[config.mk]
export PLATFORM = sky130hd
export DESIGN_NAME = shrot_unit
export DESIGN_NICKNAME = d
export VERILOG_FILES = /design/src/rtl/shrot_pkg.sv /design/src/rtl/shrot_ctrl.sv /design/src/rtl/shrot_mux4.sv /design/src/rtl/shrot_slice.sv /design/src/rtl/shrot_unit.sv
export SDC_FILE = /design/constraint.sdc
export NUM_CORES = 1
export LEC_CHECK = 0
export CORE_AREA = 4 4 41 43
export DETAILED_ROUTE_END_ITERATION = 16
export DIE_AREA = 0 0 45 47
export PLACE_DENSITY = 0.51
export SLEW_MARGIN = 10
export SYNTH_ARGS = -nofsm -noshare
export SYNTH_HDL_FRONTEND = slang
export SYNTH_SLANG_ARGS = --single-unit
export TNS_END_PERCENT = 20
[constraint.sdc]
create_clock -name vclk -period 2.53
set_input_delay 0.3795 -clock vclk [all_inputs]
set_output_delay 0.3795 -clock vclk [all_outputs]
set_load 0.01 [all_outputs]
[src/rtl/shrot_pkg.sv]
package shrot_pkg;
  localparam int FUNC_W = 3;

  typedef enum logic [2:0] {
    OP_PASS = 3'd0,
    OP_SHL  = 3'd1,
    OP_ROL  = 3'd2,
    OP_SHR  = 3'd3,
    OP_ROR  = 3'd4
  } op_t;

  typedef enum logic [1:0] {
    SEL_OWN  = 2'd0,
    SEL_LO   = 2'd1,
    SEL_HI   = 2'd2,
    SEL_FILL = 2'd3
  } sel_t;
endpackage

[src/rtl/shrot_ctrl.sv]
module shrot_ctrl
  import shrot_pkg::*;
(
  input  logic [FUNC_W-1:0] func_i,
  output op_t               op_o
);
  always_comb begin
    unique casez (func_i)
      3'b0??:  op_o = OP_PASS;  // reserved codes alias to pass
      3'b100:  op_o = OP_SHL;
      3'b101:  op_o = OP_ROL;
      3'b110:  op_o = OP_SHR;
      default: op_o = OP_ROR;
    endcase
  end

  always_comb begin
    if (!func_i[2]) assert (op_o == OP_PASS) else $error("p_reserved_pass_r2");
  end
endmodule

[src/rtl/shrot_mux4.sv]
module shrot_mux4
  import shrot_pkg::*;
(
  input  sel_t sel_i,
  input  logic own_i,
  input  logic lo_i,
  input  logic hi_i,
  input  logic fill_i,
  output logic y_o
);
  always_comb begin
    unique case (sel_i)
      SEL_OWN: y_o = own_i;
      SEL_LO:  y_o = lo_i;
      SEL_HI:  y_o = hi_i;
      default: y_o = fill_i;
    endcase
  end
endmodule

[src/rtl/shrot_slice.sv]
module shrot_slice
  import shrot_pkg::*;
#(
  parameter bit IS_LSB = 1'b0,
  parameter bit IS_MSB = 1'b0
) (
  input  op_t  op_i,
  input  logic own_i,
  input  logic lo_i,    // lower neighbour, wraps to MSB at bit 0
  input  logic hi_i,    // upper neighbour, wraps to LSB at top bit
  input  logic fill_i,
  output logic y_o
);
  sel_t sel;

  always_comb begin
    unique case (op_i)
      OP_SHL:  sel = IS_LSB ? SEL_FILL : SEL_LO;
      OP_ROL:  sel = SEL_LO;
      OP_SHR:  sel = IS_MSB ? SEL_FILL : SEL_HI;
      OP_ROR:  sel = SEL_HI;
      default: sel = SEL_OWN;
    endcase
  end

  shrot_mux4 u_mux (
    .sel_i  (sel),
    .own_i  (own_i),
    .lo_i   (lo_i),
    .hi_i   (hi_i),
    .fill_i (fill_i),
    .y_o    (y_o)
  );

  always_comb begin
    if (!IS_LSB && !IS_MSB) assert (sel != SEL_FILL) else $error("p_inner_no_fill_r7");
  end
endmodule

[src/rtl/shrot_unit.sv]
module shrot_unit
  import shrot_pkg::*;
#(
  parameter int WIDTH = 8
) (
  input  logic [WIDTH-1:0]  data_i,
  input  logic [FUNC_W-1:0] func_i,
  input  logic              fill_lft_i,
  input  logic              fill_rgt_i,
  output logic [WIDTH-1:0]  data_o
);
  localparam int MSB = WIDTH - 1;

  op_t op;

  shrot_ctrl u_ctrl (
    .func_i (func_i),
    .op_o   (op)
  );

  for (genvar i = 0; i < WIDTH; i++) begin : g_bit
    localparam int LO_IDX = (i == 0)   ? MSB : i - 1;
    localparam int HI_IDX = (i == MSB) ? 0   : i + 1;
    logic fill;
    if (i == 0) begin : g_lsb
      assign fill = fill_rgt_i;
    end else if (i == MSB) begin : g_msb
      assign fill = fill_lft_i;
    end else begin : g_mid
      assign fill = 1'b0;
    end

    shrot_slice #(
      .IS_LSB (i == 0),
      .IS_MSB (i == MSB)
    ) u_slice (
      .op_i   (op),
      .own_i  (data_i[i]),
      .lo_i   (data_i[LO_IDX]),
      .hi_i   (data_i[HI_IDX]),
      .fill_i (fill),
      .y_o    (data_o[i])
    );
  end

  always_comb begin

    if (!func_i[2]) assert (data_o == data_i) else $error("p_pass_r1");
    if (func_i == 3'b100)
      assert (data_o[MSB:1] == data_i[MSB-1:0] && data_o[0] == fill_rgt_i)
        else $error("p_shl_r3");
    if (func_i == 3'b110)
      assert (data_o[MSB-1:0] == data_i[MSB:1] && data_o[MSB] == fill_lft_i)
        else $error("p_shr_r5");
    // a rotate keeps the number of ones
    if (func_i[2] && func_i[0])
      assert ($countones(data_o) == $countones(data_i)) else $error("p_rot_ones_r4");
    if (func_i == 3'b111)
      assert (data_o[MSB] == data_i[0]) else $error("p_ror_wrap_r6");
  end
endmodule

==> out/summary.md <==
The flow ran to the end, and the final reports show no timing, DRC or antenna violations. The chip width works out to 45 um. Summing all multi-input logic gate instances after layout gives 171 sq um. The startpoint of the lowest-slack hold path is data_i[3]. After synthesis, flip-flops and latches occupy 0% of the total area. Xor-xnor portion of the synthesized cell area: 0%.

Excluding fillers, the count of instances in the completed layout stands at 66. Of all nets on the critical path, the largest fanout is 3. The number of filler cells placed in the layout came out at 155. Buffers inserted to repair hold after CTS numbered 0. Across the VDD grid, the largest voltage drop is 0.0000519 V. The mapped netlist covers 258 sq um.

Summing internal, switching and leakage power gives 81.7 uW. The count of nets left with antenna violations once routing finished came out at 0. The largest individual stage delay along the critical path comes from the cell clkdlybuf4s50_1.

The actual slew at the worst max-slew pin works out to 0.222 ns. Dividing the detail-routed via count by the number of cells gives 4.14. The run gives 0 as the antenna diode instance count.

The worst setup path is launched from an input port. The number of slew-limit violations in the final report was 0; the synthesis warning total was 0. The main combinational cell family by area after synthesis is buffers and inverters. Biggest cell delay along the critical path: 0.52 ns. In this run the core area contains 13 standard-cell rows. Summed over all layers, the routed wires come to 693 um. Summing all flip-flop and latch instances after layout gives 0 sq um.

The path type of the worst min-delay path was in2out. The placed wire-length estimate came out at 555 um. The tools report the worst endpoint data arrival time as 1.90 ns. The multiplexer share of the synthesized area was 33.0%. The synthesized netlist devotes 20.9% of its cell area to compound gates.

After routing, the total negative slack on setup checks comes to 0 ns. Detailed routing placed a total of 58 um of wire on met3. For the required time at the worst-slack endpoint, the log shows 2.15 ns. Cells with a size suffix above 1 make up 5.88% of the layout. The initial standard-cell utilization of the core came out at 19.8%. The vertical extent of the die is 47 um, and the reported max-cap violation count is 0.

The tools report the type of destination of the critical path as an output pin. Placer's final routability congestion estimate: 0.703. For the tightest slew margin relative to the limit, the log shows 85.1%. I/O pin count: 21. Clock buffers in the final layout number 0. Across all layers, the routed design uses 273 vias.

The total core area came out at 1300 sq um. The analysis attributes to cell leakage a power of 0.181 nW. The worst path uses 89.9% of the clock period.

The critical path goes through clkdlybuf4s50_1 > mux2i_1 > a21oi_1 > mux2_4 > clkdlybuf4s50_1. The gate count after technology mapping was 38; the power per cell area was 193 nW/um^2. Setup repair after global routing left no endpoint under its margin.

The tools report the overall fraction of global-route tracks in use as 6.77%. The uppermost layer routed was met3. In this run the post-CTS setup repair buffer count came out at 0. For this run, the top clock speed supported by timing is 440 MHz.

The number of DRC markers after the initial detailed-route iteration is 2, and the met2 routed wirelength is 286 um. After detailed routing, the wire length on met1 is 348 um. The minimum period implied by the final worst setup slack came out at 2.27 ns. Sorting the synthesized cells by area gives the leading types as mux2i_1 (27%), buf_4 (26%), a21oi_1 (14%). The die area was 2120 sq um; the via count of the first global-routing pass was 282. After detailed routing, the average wire length per cell comes to 10.5 um.

mux2i_1 takes more of the synthesized area than any other cell. The type of the worst setup path was in2out. The critical path starts at func_i[0]. The mean instance size in the synthesized netlist was 6.78 sq um. The area overhead of the layout relative to synthesis is 64.1%, and the placed instance count is 66. The logs give 51 for the net count of the mapped netlist and 66 for the number of nets in the layout.

Setup violations remaining at the end of the flow were counted as 0. Summing the areas of all fa, ha and maj instances in the mapped netlist gives 0% of the synthesized area. Counting stages on the worst path, the most repeated cell is clkdlybuf4s50_1.

The overflow left after global routing was 0. In this run the tool buffered the top-level ports with 21 buffer cells. In the routed design, unresolved DRC markers number 0. The critical path contains buffers and inverters numbering 2 combined. The first detailed-routing pass ran for 2 iterations. The first global-routing pass estimated 1.17 mm of wire.

The top cell type's share of synthesized area was 27.2%. Entering global routing, the biggest net connects 11 pins. Counting distinct cell types in the post-synthesis netlist gives 11. The area share of and/or/nand/nor cells after synthesis came out at 12.6%. The post-cts gate resize count came out at 0. Final hold violation count: 0. Grouping stages by cell kind, the critical path spends the most delay in buffers and inverters. The logs give 0 for the number of antenna violations at the first check in global routing and 0 for the flip-flop and latch count.
==> layout by cell type (no fill, tap or decap) <==
cell / count
mux2i_1: 7
buf_4: 2
a21oi_1: 7
a211oi_1: 1
clkdlybuf4s50_1: 21
nor2b_1: 1
mux2_4: 1
inv_1: 2
nor2_1: 7
o21ai_0: 1
o22ai_1: 1
==> synthesized netlist by cell type, drive strengths merged <==
cell type	n
a211oi	1
inv	2
o21ai	1
mux2i	7
o22ai	1
a21oi	7
nor2	7
mux2	1
nor2b	1
buf	10
==> kinds of logic after synthesis <==
group                  after synthesis
buffers and inverters               12
and+or+nand+nor                      8
AOI/OAI and AO/OA                   10
muxes                                8
==> final timing paths <==
check | endpoint | slack, ns | depth (start not counted)
worst max-delay path | data_o[7] | 0.26 | 5
worst min-delay path | data_o[3] | 1.81 | 4
==> layout make-up <==
| type | count | area share, % |
|---|---|---|
| Inverter | 2 | 1.78 |
| Multi-Input combinational cell | 26 | 40.5 |
| Tap cell | 15 | 4.44 |
| Timing Repair Buffer | 23 | 53.3 |
==> tightest hold or removal path, stage by stage <==
cell and delay (ns):
clkdlybuf4s50_1 0.44, nor2_1 0.10, a21oi_1 0.05, clkdlybuf4s50_1 0.47
==> per-layer routing <==
layer	GRT usage, %	vias to the layer above
met5	0	-
met4	0	0
met3	0	0
met2	11.0	13
met1	10.6	110
li1	-	150
==> stage by stage <==
stage          hold slack, ns  utilization (%)  setup WS (ns)  instance area (sq um)
5_1_grt                  1.86             32.5          0.176                    423
4_1_cts                  1.82             32.5          0.252                    423
3_3_place_gp             1.82             32.5          0.252                    423
6_report                 1.81             32.5          0.255                    423
2_1_floorplan           0.975                -           1.15                    258
3_5_place_dp             1.81             32.5          0.255                    423
==> report_power, final <==
part	internal, mW	total [mW]	switching (mW)
Combinational	0.0514	0.0817	0.0303
Sequential	0	0	0
Clock	0	0	0
Power figures use the tool's default switching activity.
